<file path="src/rtl/fsync_pkg.sv">
package fsync_pkg;
    typedef enum logic [1:0] {
        ST_HUNT    = 2'd0,
        ST_CONFIRM = 2'd1,
        ST_LOCK    = 2'd2
    } sync_state_e;
endpackage

</file>
<file path="src/rtl/fsync_shift.sv">
// Shift window over the most recent bits plus marker comparison on the newest byte.
module fsync_shift #(
    parameter int          WIN_W  = 72,
    parameter int          MARK_W = 8,
    parameter logic [7:0]  MARKER = 8'hD4
) (
    input  logic             clk,
    input  logic             rst,
    input  logic             ser_bit,
    output logic [WIN_W-1:0] window,
    output logic             mark_hit
);
    logic [WIN_W-2:0] hist_d, hist_q;

    always_comb begin
        window   = {hist_q, ser_bit};
        hist_d   = window[WIN_W-2:0];
        mark_hit = (window[MARK_W-1:0] == MARKER[MARK_W-1:0]);
    end

    always_ff @(posedge clk) begin
        if (rst) hist_q <= '0;
        else     hist_q <= hist_d;
    end
endmodule

</file>
<file path="src/rtl/fsync_check.sv">
// Splits a frame body into fields and evaluates parity and stop checks.
module fsync_check #(
    parameter int WIN_W  = 72,
    parameter int PAY_W  = 68,
    parameter int STOP_W = 2
) (
    input  logic [WIN_W-1:0] window,
    output logic [PAY_W-1:0] payload,
    output logic             flag,
    output logic             checks_ok
);
    logic [STOP_W-1:0] stop_f;
    logic              odd_ok;

    always_comb begin
        stop_f    = window[STOP_W-1:0];
        payload   = window[STOP_W+PAY_W:STOP_W+1];
        flag      = window[WIN_W-1];
        odd_ok    = ^window[WIN_W-1:STOP_W];
        checks_ok = odd_ok && (&stop_f);
    end
endmodule

</file>
<file path="src/rtl/fsync_deframer.sv">
module fsync_deframer
    import fsync_pkg::*;
#(
    parameter int         FRAME_LEN  = 80,
    parameter int         MARK_W     = 8,
    parameter int         STOP_W     = 2,
    parameter logic [7:0] MARKER     = 8'hD4,
    parameter int         LOCK_HITS  = 3,
    parameter int         MISS_LIMIT = 4,
    localparam int        BODY_W     = FRAME_LEN - MARK_W,
    localparam int        PAY_W      = BODY_W - STOP_W - 2
) (
    input  logic             clk,
    input  logic             rst,
    input  logic             ser_bit,
    output logic [PAY_W-1:0] frame_data,
    output logic             frame_valid,
    output logic             frame_err,
    output logic             sync_locked
);
    localparam int PH_W   = $clog2(FRAME_LEN);
    localparam int CMAX   = (LOCK_HITS > MISS_LIMIT) ? LOCK_HITS : MISS_LIMIT;
    localparam int CNT_W  = $clog2(CMAX + 1);
    localparam logic [PH_W-1:0]  PH_BODY_END = PH_W'(BODY_W - 1);
    localparam logic [PH_W-1:0]  PH_MARK_END = PH_W'(FRAME_LEN - 1);
    localparam logic [CNT_W-1:0] HITS_N      = CNT_W'(LOCK_HITS);
    localparam logic [CNT_W-1:0] MISS_N      = CNT_W'(MISS_LIMIT);

    typedef struct packed {
        sync_state_e      st;
        logic [PH_W-1:0]  phase;
        logic [CNT_W-1:0] hits;
        logic [CNT_W-1:0] misses;
        logic [PAY_W-1:0] data;
        logic             valid;
        logic             err;
    } ctl_t;

    ctl_t             c_d, c_q;
    logic [BODY_W-1:0] window;
    logic              mark_hit;
    logic [PAY_W-1:0]  payload;
    logic              flag;
    logic              checks_ok;

    fsync_shift #(.WIN_W(BODY_W), .MARK_W(MARK_W), .MARKER(MARKER)) u_shift (
        .clk      (clk),
        .rst      (rst),
        .ser_bit  (ser_bit),
        .window   (window),
        .mark_hit (mark_hit)
    );

    fsync_check #(.WIN_W(BODY_W), .PAY_W(PAY_W), .STOP_W(STOP_W)) u_check (
        .window    (window),
        .payload   (payload),
        .flag      (flag),
        .checks_ok (checks_ok)
    );

    always_comb begin
        c_d       = c_q;
        c_d.valid = 1'b0;
        c_d.err   = 1'b0;
        c_d.phase = (c_q.phase == PH_MARK_END) ? '0 : c_q.phase + 1'b1;
        unique case (c_q.st)
            ST_HUNT: begin
                c_d.phase = '0;
                if (mark_hit) begin
                    c_d.st   = ST_CONFIRM;
                    c_d.hits = CNT_W'(1);
                end
            end
            ST_CONFIRM: begin
                if (c_q.phase == PH_MARK_END) begin
                    if (mark_hit) begin
                        c_d.hits = c_q.hits + 1'b1;
                        if (c_q.hits + 1'b1 >= HITS_N) begin
                            c_d.st     = ST_LOCK;
                            c_d.misses = '0;
                        end
                    end else begin
                        c_d.st = ST_HUNT;
                    end
                end
            end
            ST_LOCK: begin
                if (c_q.phase == PH_BODY_END) begin
                    if (!checks_ok) begin
                        c_d.err = 1'b1;
                    end else if (flag) begin
                        c_d.valid = 1'b1;
                        c_d.data  = payload;
                    end
                end
                if (c_q.phase == PH_MARK_END) begin
                    if (mark_hit) begin
                        c_d.misses = '0;
                    end else if (c_q.misses + 1'b1 >= MISS_N) begin
                        c_d.st     = ST_HUNT;
                        c_d.misses = '0;
                    end else begin
                        c_d.misses = c_q.misses + 1'b1;
                    end
                end
            end
            default: c_d.st = ST_HUNT;
        endcase
    end

    always_ff @(posedge clk) begin
        if (rst) begin
            c_q        <= '0;
            c_q.st     <= ST_HUNT;
        end else begin
            c_q <= c_d;
        end
    end

    assign frame_data  = c_q.data;
    assign frame_valid = c_q.valid;
    assign frame_err   = c_q.err;
    assign sync_locked = (c_q.st == ST_LOCK);
endmodule

</file>
<file path="config.mk">
export PLATFORM = sky130hd
export DESIGN_NAME = fsync_deframer
export DESIGN_NICKNAME = d
export VERILOG_FILES = /design/src/rtl/fsync_pkg.sv /design/src/rtl/fsync_shift.sv /design/src/rtl/fsync_check.sv /design/src/rtl/fsync_deframer.sv
export SDC_FILE = /design/constraint.sdc
export NUM_CORES = 1
export LEC_CHECK = 0
export BUFFER_PORTS_ARGS = -buffer_cell sky130_fd_sc_hd__buf_2
export CAP_MARGIN = 20
export CORE_AREA = 8 8 191 102
export DETAILED_ROUTE_END_ITERATION = 10
export DIE_AREA = 0 0 199 110
export GPL_TIMING_DRIVEN = 1
export PLACE_DENSITY_LB_ADDON = 0.1
export SYNTH_ARGS = -nofsm -noshare
export SYNTH_HDL_FRONTEND = slang
export SYNTH_SLANG_ARGS = --single-unit
</file>
<file path="constraint.sdc">
create_clock -name clk -period 3.7 [get_ports clk]
set_input_delay 0 -clock clk [delete_from_list [all_inputs] [get_ports clk]]
set_output_delay 0 -clock clk [all_outputs]
set_load 0.005 [all_outputs]
</file>
## After elaboration in Yosys (flattened, before gate mapping)

Index checks and enable logic that the tools add are counted.

- Bits in registers: 156
- Output and inout port bits: 71
- Logic and storage cells: 61

- $add $sub $neg: 3
- Magnitude comparators: 2
- Equality and inequality tests: 13
- Multiplexer cells: 19
- Bitwise gates (word level): 3
- Reductions and logical operators: 13

Operator list:

| cell | number |
|---|---|
| $reduce_xor A70 Y1 | 1 |
| $mux W3 | 5 |
| $eq A7 B7 Y1 const B | 2 |
| $mux W2 | 7 |
| $mux W6 | 2 |
| $pmux W3 S2 | 2 |
| $ne A2 B2 Y1 const B | 5 |
| $eq A8 B8 Y1 const B | 1 |
| $reduce_and A4 Y1 | 2 |
| $add A7 B1 Y7 const B | 1 |
| $add A3 B1 Y3 const B | 2 |
| $pmux W2 S3 | 1 |
| $reduce_and A6 Y1 | 1 |
| $reduce_or A3 Y1 | 2 |
| $reduce_and A5 Y1 | 1 |
| $ne A2 B1 Y1 const B | 2 |
| $reduce_bool A2 Y1 | 2 |
| $reduce_or A4 Y1 | 1 |
| $ge A3 B2 Y1 const B | 1 |
| $ge A3 B3 Y1 const B | 1 |
| $ne A3 B3 Y1 const B | 1 |
| $not A1 Y1 | 3 |
| $eq A2 B1 Y1 const B | 1 |
| $eq A2 B2 Y1 const B | 1 |
| other kinds (4) | 5 |

## Logic depth before layout (Yosys ltp)

Gate-level depths: netlist of the first run.

- Depth after elaboration: 6
- Depth in mapped cells: 11
- Gate-level depth less buffers: 9

## Modules after synthesis

A second synthesis of the first run with hierarchy kept.

- Cells, all modules: 750
- Area, all modules: 6,747.7 um2

By module, submodules not included:

| module | instances | cells each | area each (um2) | seq. area each (um2) |
|---|---|---|---|---|
| fsync_deframer | 1 | 459 | 3,684.8 | 1,701.6 |
| fsync_shift | 1 | 153 | 1,929.4 | 1,421.4 |
| fsync_check | 1 | 138 | 1,133.6 | 0.0 |

## Worst setup path before layout of the first run

Ideal clock, no wire load.

- Kind: register to register
- Start point: register u_shift.hist_q[2]
- End point: register c_q, in the netlist frame_data[47]
- Arrival time: 2,549 ps
- Required time: 3,579 ps
- Slack: 1,029 ps
- Stages on the path, launching flop included: 12
- Cell sequence: dfxtp_1 inv_1 ha_1 xnor2_1 xnor2_1 xnor2_1 xnor3_1 xnor3_1 nand3_2 buf_6 buf_6 mux2_4

- Cells in the longest elaborated chain, start to end: 3

RTL lines:

| what | line | RTL |
|---|---|---|
| start, declared | fsync_shift.sv:13 | `logic [WIN_W-2:0] hist_d, hist_q;` |
| start signal, assigned | fsync_shift.sv:23 | `else hist_q <= hist_d;` |
| $reduce_xor A70 Y1 | fsync_check.sv:19 | `odd_ok = ^window[WIN_W-1:STOP_W];` |
| $logic_and A1 B1 Y1 | fsync_check.sv:20 | `checks_ok = odd_ok && (&stop_f);` |
| $reduce_and A4 Y1 (no source line) | -- |  |
| end, declared | fsync_deframer.sv:39 | `ctl_t c_d, c_q;` |

Every way passes these cells.
A chain may end at the register's enable or synchronous reset.

## Worst setup path after layout of the first run

- Start point: register u_shift.hist_q[2]
- End point: register c_q, in the netlist frame_data[3]

Same word-level chain as after synthesis.

==> impl_metrics.py, run 1 <==
metrics = {
    "run_status": {
        "status": "complete, no violations",
    },
    "clock_network": {
        "cts_resized": 0,
        "clock_latency_ns": 0.42,
        "cts.root.buffer_cell": "clkbuf_16",
        "cts_buffers": 17,
        "cts_buffer_depth": 2,
        "clkTransAtPathRegs_ns": 0.07,
        "clock_sinks": 156,
        "cts_tree": "built",
        "cts-htree-levels": 4,
    },
    "finish": {
        "layout-drive-gt1-share": 0.286,
        "fillers": 1612,
        "multiInputGateArea_sq_um": 2800,
        "syn_to_final_growth_pct": 11.3,
        "n_antenna_cell": 0,
        "fin_nets": 615,
        "seqCellArea_sq_um": 3120,
        "finalCoreUtilization": 0.432,
    },
    "sta": {
        "slew_headroom": 0.355,
        "setup_tns_ns": 0,
        "worstMarginPinSlew_ns": 0.968,
        "fin_crit_ns": 2.97,
        "timing.fmax_mhz": 337,
        "clock_skew_ns": 0.0136,
        "rsz0062_at_grt": "false",
        "fin_ws_ns": 0.730,
        "min_period_over_period": 0.803,
        "hold_viol": 0,
        "setup_viol_count_final": 0,
        "slew_violations": 0,
    },
    "worst_hold_path": {
        "hold_depth": 2,
        "hold_class": "in2reg",
    },
    "setup_path": {
        "critical_path.endpoint_type": "flip-flop",
        "crit_path_top_delay_cell": "xnor3_1",
        "critical_path_class": "reg2reg",
        "r2r_cells": 10,
        "cp_data_required_time_ns": 4.00,
        "crit_top_cell": "xnor2_1",
        "worstPathMaxFanout": 14,
        "ff2ff_setup_slack_ns": 0.73,
        "cpPeakStageDelay_ns": 0.42,
        "path_cells": "inv_1, ha_1, xnor2_1, xnor2_1, xnor2_1, xnor3_1, xnor3_1, nand3_4, buf_4, mux2_2",
        "cp.arrival_ns": 3.27,
        "start_kind": "flip-flop",
    },
    "yosys": {
        "synth_top_flop_cell": "dfxtp_1",
        "synth-seq-cells": 156,
        "syn_nets": 611,
        "yosysWarnings": 0,
        "synth_seq_area_share": 0.476,
        "synth_edf_count": 0,
        "synth.largest_area_cell": "dfxtp_1",
        "ys_top_cells_by_count": "dfxtp_1, nor2b_1, buf_4",
        "synth_cells": 601,
        "syn_area_sq_um": 6560,
        "avgSynthCellArea_sq_um": 10.9,
        "yosysMostFrequentCell": "dfxtp_1",
        "synth_async_sr_flop_share": 0,
        "synth_top_area_frac": 0.476,
        "yosys-top-cells-area": "dfxtp_1, nor2b_1, mux2_2",
        "yosysUniqueCellTypes": 34,
    },
    "placement": {
        "pre_cts_slack_ns": 0.729,
        "dp_hpwl_um": 8140,
        "gp_congestion": 0.717,
        "port_buffers": 73,
    },
    "floorplanning": {
        "initial_core_util": 0.389,
        "die_h_um": 110,
        "die-area_sq_um": 21900,
        "boundaryPins": 74,
        "die_w_um": 199,
        "num_rows": 34,
        "coreArea_sq_um": 16900,
    },
    "global_route": {
        "grt_pass1_vias": 3782,
        "antenna_found_initial": 0,
        "grt_pass1_wl_um": 19900,
        "track_usage": 0.116,
        "overflow": 0,
        "grt_max_degree": 95,
    },
    "power_and_ir_drop": {
        "power_leakage_nw": 3.21,
        "cellPowerDensity_nw_per_um2": 491,
        "vdd_ir_drop_max_uv": 296,
        "p_total_mw": 3.59,
    },
    "route": {
        "dr.first_iter.drc_count": 185,
        "wl_per_cell_um": 14.1,
        "dr.pass1.iters": 4,
        "wl_um": 12000,
        "vias": 3665,
        "vias_per_cell": 4.31,
        "postRouteAntennaNets": 0,
        "drc_errors": 0,
    },
    "job": {
        "maxCapViolations": 0,
    },
}
## placed cells by master (no fill, tap or decap), types with 4 or more instances in the layout
cell type  netlist  routed
dfxtp_1        156     156
nor2b_1        138     138
buf_2            4      72
xnor2_1         53      53
mux2_2          48      48
mux2_4          20      20
nor2_1          19      19
clkbuf_16        0      17
xor2_1          12      12
nand2_1          9       9
ha_1             7       7
a21oi_1          6       6
inv_1            5       5
nor3_1           5       5
and3_1           4       4
xnor3_1          4       4
bufinv_16        0       4
## cell type report
class                      instances  share of cell area
inverter                           5             0.00257
sequential                       156               0.428
timing repair buffer              78              0.0610
multi-input combinational        347               0.383
tap                              234              0.0401
clock inverter                    12              0.0255
clock buffer                      18              0.0602
## worst paths after layout
| check | startpoint | to |
|---|---|---|
| worst min register to register | c_q[76] | c_q[76] |
| worst min-delay path | rst | c_q[84] |
| worst max register to register | u_shift.hist_q[2] | frame_data[3] |
| worst max-delay path | u_shift.hist_q[2] | frame_data[3] |
## what timing repair did
item,in CTS,in global routing
hold buffers,1,0
setup buffers,0,0
endpoints found under the hold margin,2,0
## report_power, final
part | total, mW | leakage [nW] | internal, mW | switching [mW]
Clock | 1.86 | 0.295 | 1.15 | 0.713
Sequential | 1.68 | 1.26 | 1.68 | 0.000892
Combinational | 0.0433 | 1.66 | 0.0128 | 0.0305
## per-stage QoR
step,instances,hold WS [ns],instance area (sq um)
after detailed placement,819,0.257,6670
after CTS,850,0.221,7300
final,850,0.223,7300
after floorplan,601,0.128,6560
after global routing,850,0.248,7300
after global placement,819,0.253,6670
## flip-flops by register name, summed over array words and instances (netlist names)
name	count
u_shift.hist_q	71
frame_data	68
c_q	15
frame_err	1
frame_valid	1
## critical path: cells and delay by family (launching register included)
| kind | cells | cell delay [ns] |
|---|---|---|
| flops | 1 | 0.31 |
| simple gates | 1 | 0.24 |
| xor+xnor | 5 | 1.31 |
| buf+inv | 2 | 0.35 |
| mux | 1 | 0.36 |
| fa+ha+maj | 1 | 0.30 |
## metal layers
layer  GRT usage  routed length (um)  up-vias
met1       0.161                6520     1714
li1            -                   -     1887
met4      0.0500                 137        0
met3      0.0364                 517       14
met5           0                   0        -
met2       0.165                4840       50
## cells by family after synthesis
family                     after synthesis  synth area share
AOI/OAI and AO/OA                       13            0.0118
xor gates and xnor gates                69             0.100
adders and majority gates                7            0.0133
buffers and inverters                   98            0.0992
DFF                                    156             0.476
muxes                                   69             0.130
and+or+nand+nor                        189             0.170
Power figures use the tool's default switching activity.
==> run 2: changes to the inputs <==
clock period = 3.1 ns   (was 3.7 ns; I/O delays follow)
==> run 2 against run 1 <==
  * Critical path depth stayed put
  * Maximum frequency is 1.1% higher
  * Count of clock-buffer cells in the layout is 3 higher
  * Largest power group unchanged
  * Critical path type unchanged
  * Combinational power is 24% higher
  * Critical endpoint is now frame_data[16]
  * Highest routed layer unchanged
  * Die area stayed put
==> impl_metrics.py, run 2 (synthesis results as in run 1) <==
metrics = {
    "clock_network": {
        "clock_latency_ns": 0.41,
        "cts.root.buffer_cell": "clkbuf_16",
        "cts_resized": 0,
        "cts-htree-levels": 4,
        "cts_buffer_depth": 2,
        "clock_sinks": 156,
        "clkTransAtPathRegs_ns": 0.06,
        "cts_buffers": 17,
        "cts_tree": "built",
    },
    "sta": {
        "slew_violations": 0,
        "setup_tns_ns": 0,
        "rsz0062_at_grt": "false",
        "fin_ws_ns": 0.163,
        "worstMarginPinSlew_ns": 0.824,
        "min_period_over_period": 0.948,
        "setup_viol_count_final": 0,
        "hold_viol": 0,
        "slew_headroom": 0.451,
        "timing.fmax_mhz": 340,
        "fin_crit_ns": 2.94,
        "clock_skew_ns": 0.00702,
    },
    "finish": {
        "syn_to_final_growth_pct": 13.2,
        "largest_register_ffs": 71,
        "final_common_cell": "dfxtp_1",
        "layout-drive-gt1-share": 0.296,
        "fin_nets": 623,
        "fillers": 1614,
        "mostFrequentLayoutCells": "dfxtp_1, nor2b_1, buf_2, xnor2_1, mux2_2",
        "largest_register": "u_shift.hist_q",
        "n_antenna_cell": 0,
    },
    "setup_path": {
        "r2r-end": "frame_data[16]",
        "critical_path.endpoint_type": "flip-flop",
        "cp.arrival_ns": 3.24,
        "r2r_start": "u_shift.hist_q[2]",
        "r2r_cells": 10,
        "cp_data_required_time_ns": 3.40,
        "critical_path_class": "reg2reg",
        "worstPathMaxFanout": 16,
        "crit_path_top_delay_cell": "xnor3_1",
        "cpPeakStageDelay_ns": 0.42,
        "start_kind": "flip-flop",
        "ff2ff_setup_slack_ns": 0.16,
        "crit_top_cell": "xnor2_1",
        "path_cells": "inv_1, ha_1, xnor2_1, xnor2_1, xnor2_1, xnor3_1, xnor3_1, nand3_4, buf_12, mux2_2",
    },
    "worst_hold_path": {
        "hold_class": "in2reg",
        "hold_depth": 2,
        "holdPathEnd": "c_q[74]",
        "min_from": "rst",
    },
    "global_route": {
        "grt_pass1_wl_um": 20100,
        "antenna_found_initial": 0,
        "grt_max_degree": 79,
        "track_usage": 0.118,
        "overflow": 0,
        "grt_pass1_vias": 3771,
    },
    "job": {
        "maxCapViolations": 0,
    },
    "route": {
        "wl_per_cell_um": 14.3,
        "postRouteAntennaNets": 0,
        "vias": 3680,
        "vias_per_cell": 4.28,
        "wl_um": 12300,
        "drc_errors": 0,
        "dr.first_iter.drc_count": 135,
        "dr.pass1.iters": 4,
    },
    "placement": {
        "pre_cts_slack_ns": 0.175,
        "port_buffers": 73,
        "dp_hpwl_um": 8440,
        "gp_congestion": 0.704,
    },
    "floorplanning": {
        "initial_core_util": 0.389,
        "die-area_sq_um": 21900,
        "coreArea_sq_um": 16900,
        "die_w_um": 199,
        "boundaryPins": 74,
        "die_h_um": 110,
        "num_rows": 34,
    },
    "power_and_ir_drop": {
        "vdd_ir_drop_max_uv": 287,
        "power_leakage_nw": 3.28,
        "cellPowerDensity_nw_per_um2": 591,
    },
    "run_status": {
        "status": "complete, no violations",
    },
}
run 2: what timing repair did:
| item | 4_1_cts | 5_1_grt |
|---|---|---|
| hold buffers | 1 | 0 |
| setup buffers | 0 | 6 |
| hold endpoints to repair | 2 | 0 |
| setup endpoints to repair | 0 | 58 |
run 2: stage by stage:
stage          cells  hold slack (ns)  power (mW)   util  cell area, sq um
5_1_grt          859            0.205        4.54  0.440              7430
4_1_cts          853            0.176        4.45  0.437              7380
2_1_floorplan    601            0.128        2.09      -              6560
3_3_place_gp     821            0.257        2.11  0.397              6710
3_5_place_dp     821            0.269        2.11  0.397              6710
6_report         859            0.171        4.39  0.440              7430
run 2: worst max-delay path by stage:
| stage | startpoint | end | slack, ns | cells past startpoint |
|---|---|---|---|---|
| 2_1_floorplan | u_shift.hist_q[2] | frame_data[47] | 0.43 | 11 |
| 6_report | u_shift.hist_q[2] | frame_data[16] | 0.16 | 10 |
| 5_1_grt | u_shift.hist_q[2] | frame_data[22] | 0.005 | 10 |
| 4_1_cts | u_shift.hist_q[2] | frame_data[55] | 0.07 | 10 |
| 3_3_place_gp | u_shift.hist_q[2] | frame_data[51] | 0.21 | 10 |
| 3_5_place_dp | u_shift.hist_q[2] | frame_data[46] | 0.17 | 10 |
run 2: routing by layer:
layer,up-vias,track usage,part of all wire
li1,1889,-,-
met1,1712,0.163,0.53
met2,64,0.166,0.40
met3,15,0.0415,0.050
met4,0,0.0437,0.015
met5,-,0,0
run 2: critical path: cells and delay by family, from the launching register on:
| kind | cells | cell delay (ns) |
|---|---|---|
| multiplexers | 1 | 0.34 |
| AND/OR/NAND/NOR | 1 | 0.25 |
| flip-flops | 1 | 0.32 |
| buffers and inverters | 2 | 0.26 |
| XOR/XNOR | 5 | 1.34 |
| adder cells (fa/ha/maj) | 1 | 0.31 |
run 2: power breakdown:
group | total (mW) | leakage, nW | switching (mW) | internal (mW)
Sequential | 2.01 | 1.26 | 0.00123 | 2.01
Combinational | 0.0535 | 1.71 | 0.0374 | 0.0161
Clock | 2.33 | 0.317 | 0.816 | 1.51
Total | 4.39 | 3.28 | 0.855 | 3.53
run 2: area by class of cell:
| cell class | instances | area (sq um) | share of cell area |
|---|---|---|---|
| repair buffers | 86 | 531 | 0.0714 |
| multi-input cells | 347 | 2800 | 0.376 |
| inverters | 5 | 18.8 | 0.00253 |
| clock buffers | 21 | 480 | 0.0647 |
| clock inverters | 10 | 186 | 0.0251 |
| well taps | 234 | 293 | 0.0394 |
| flip-flops and latches | 156 | 3120 | 0.420 |
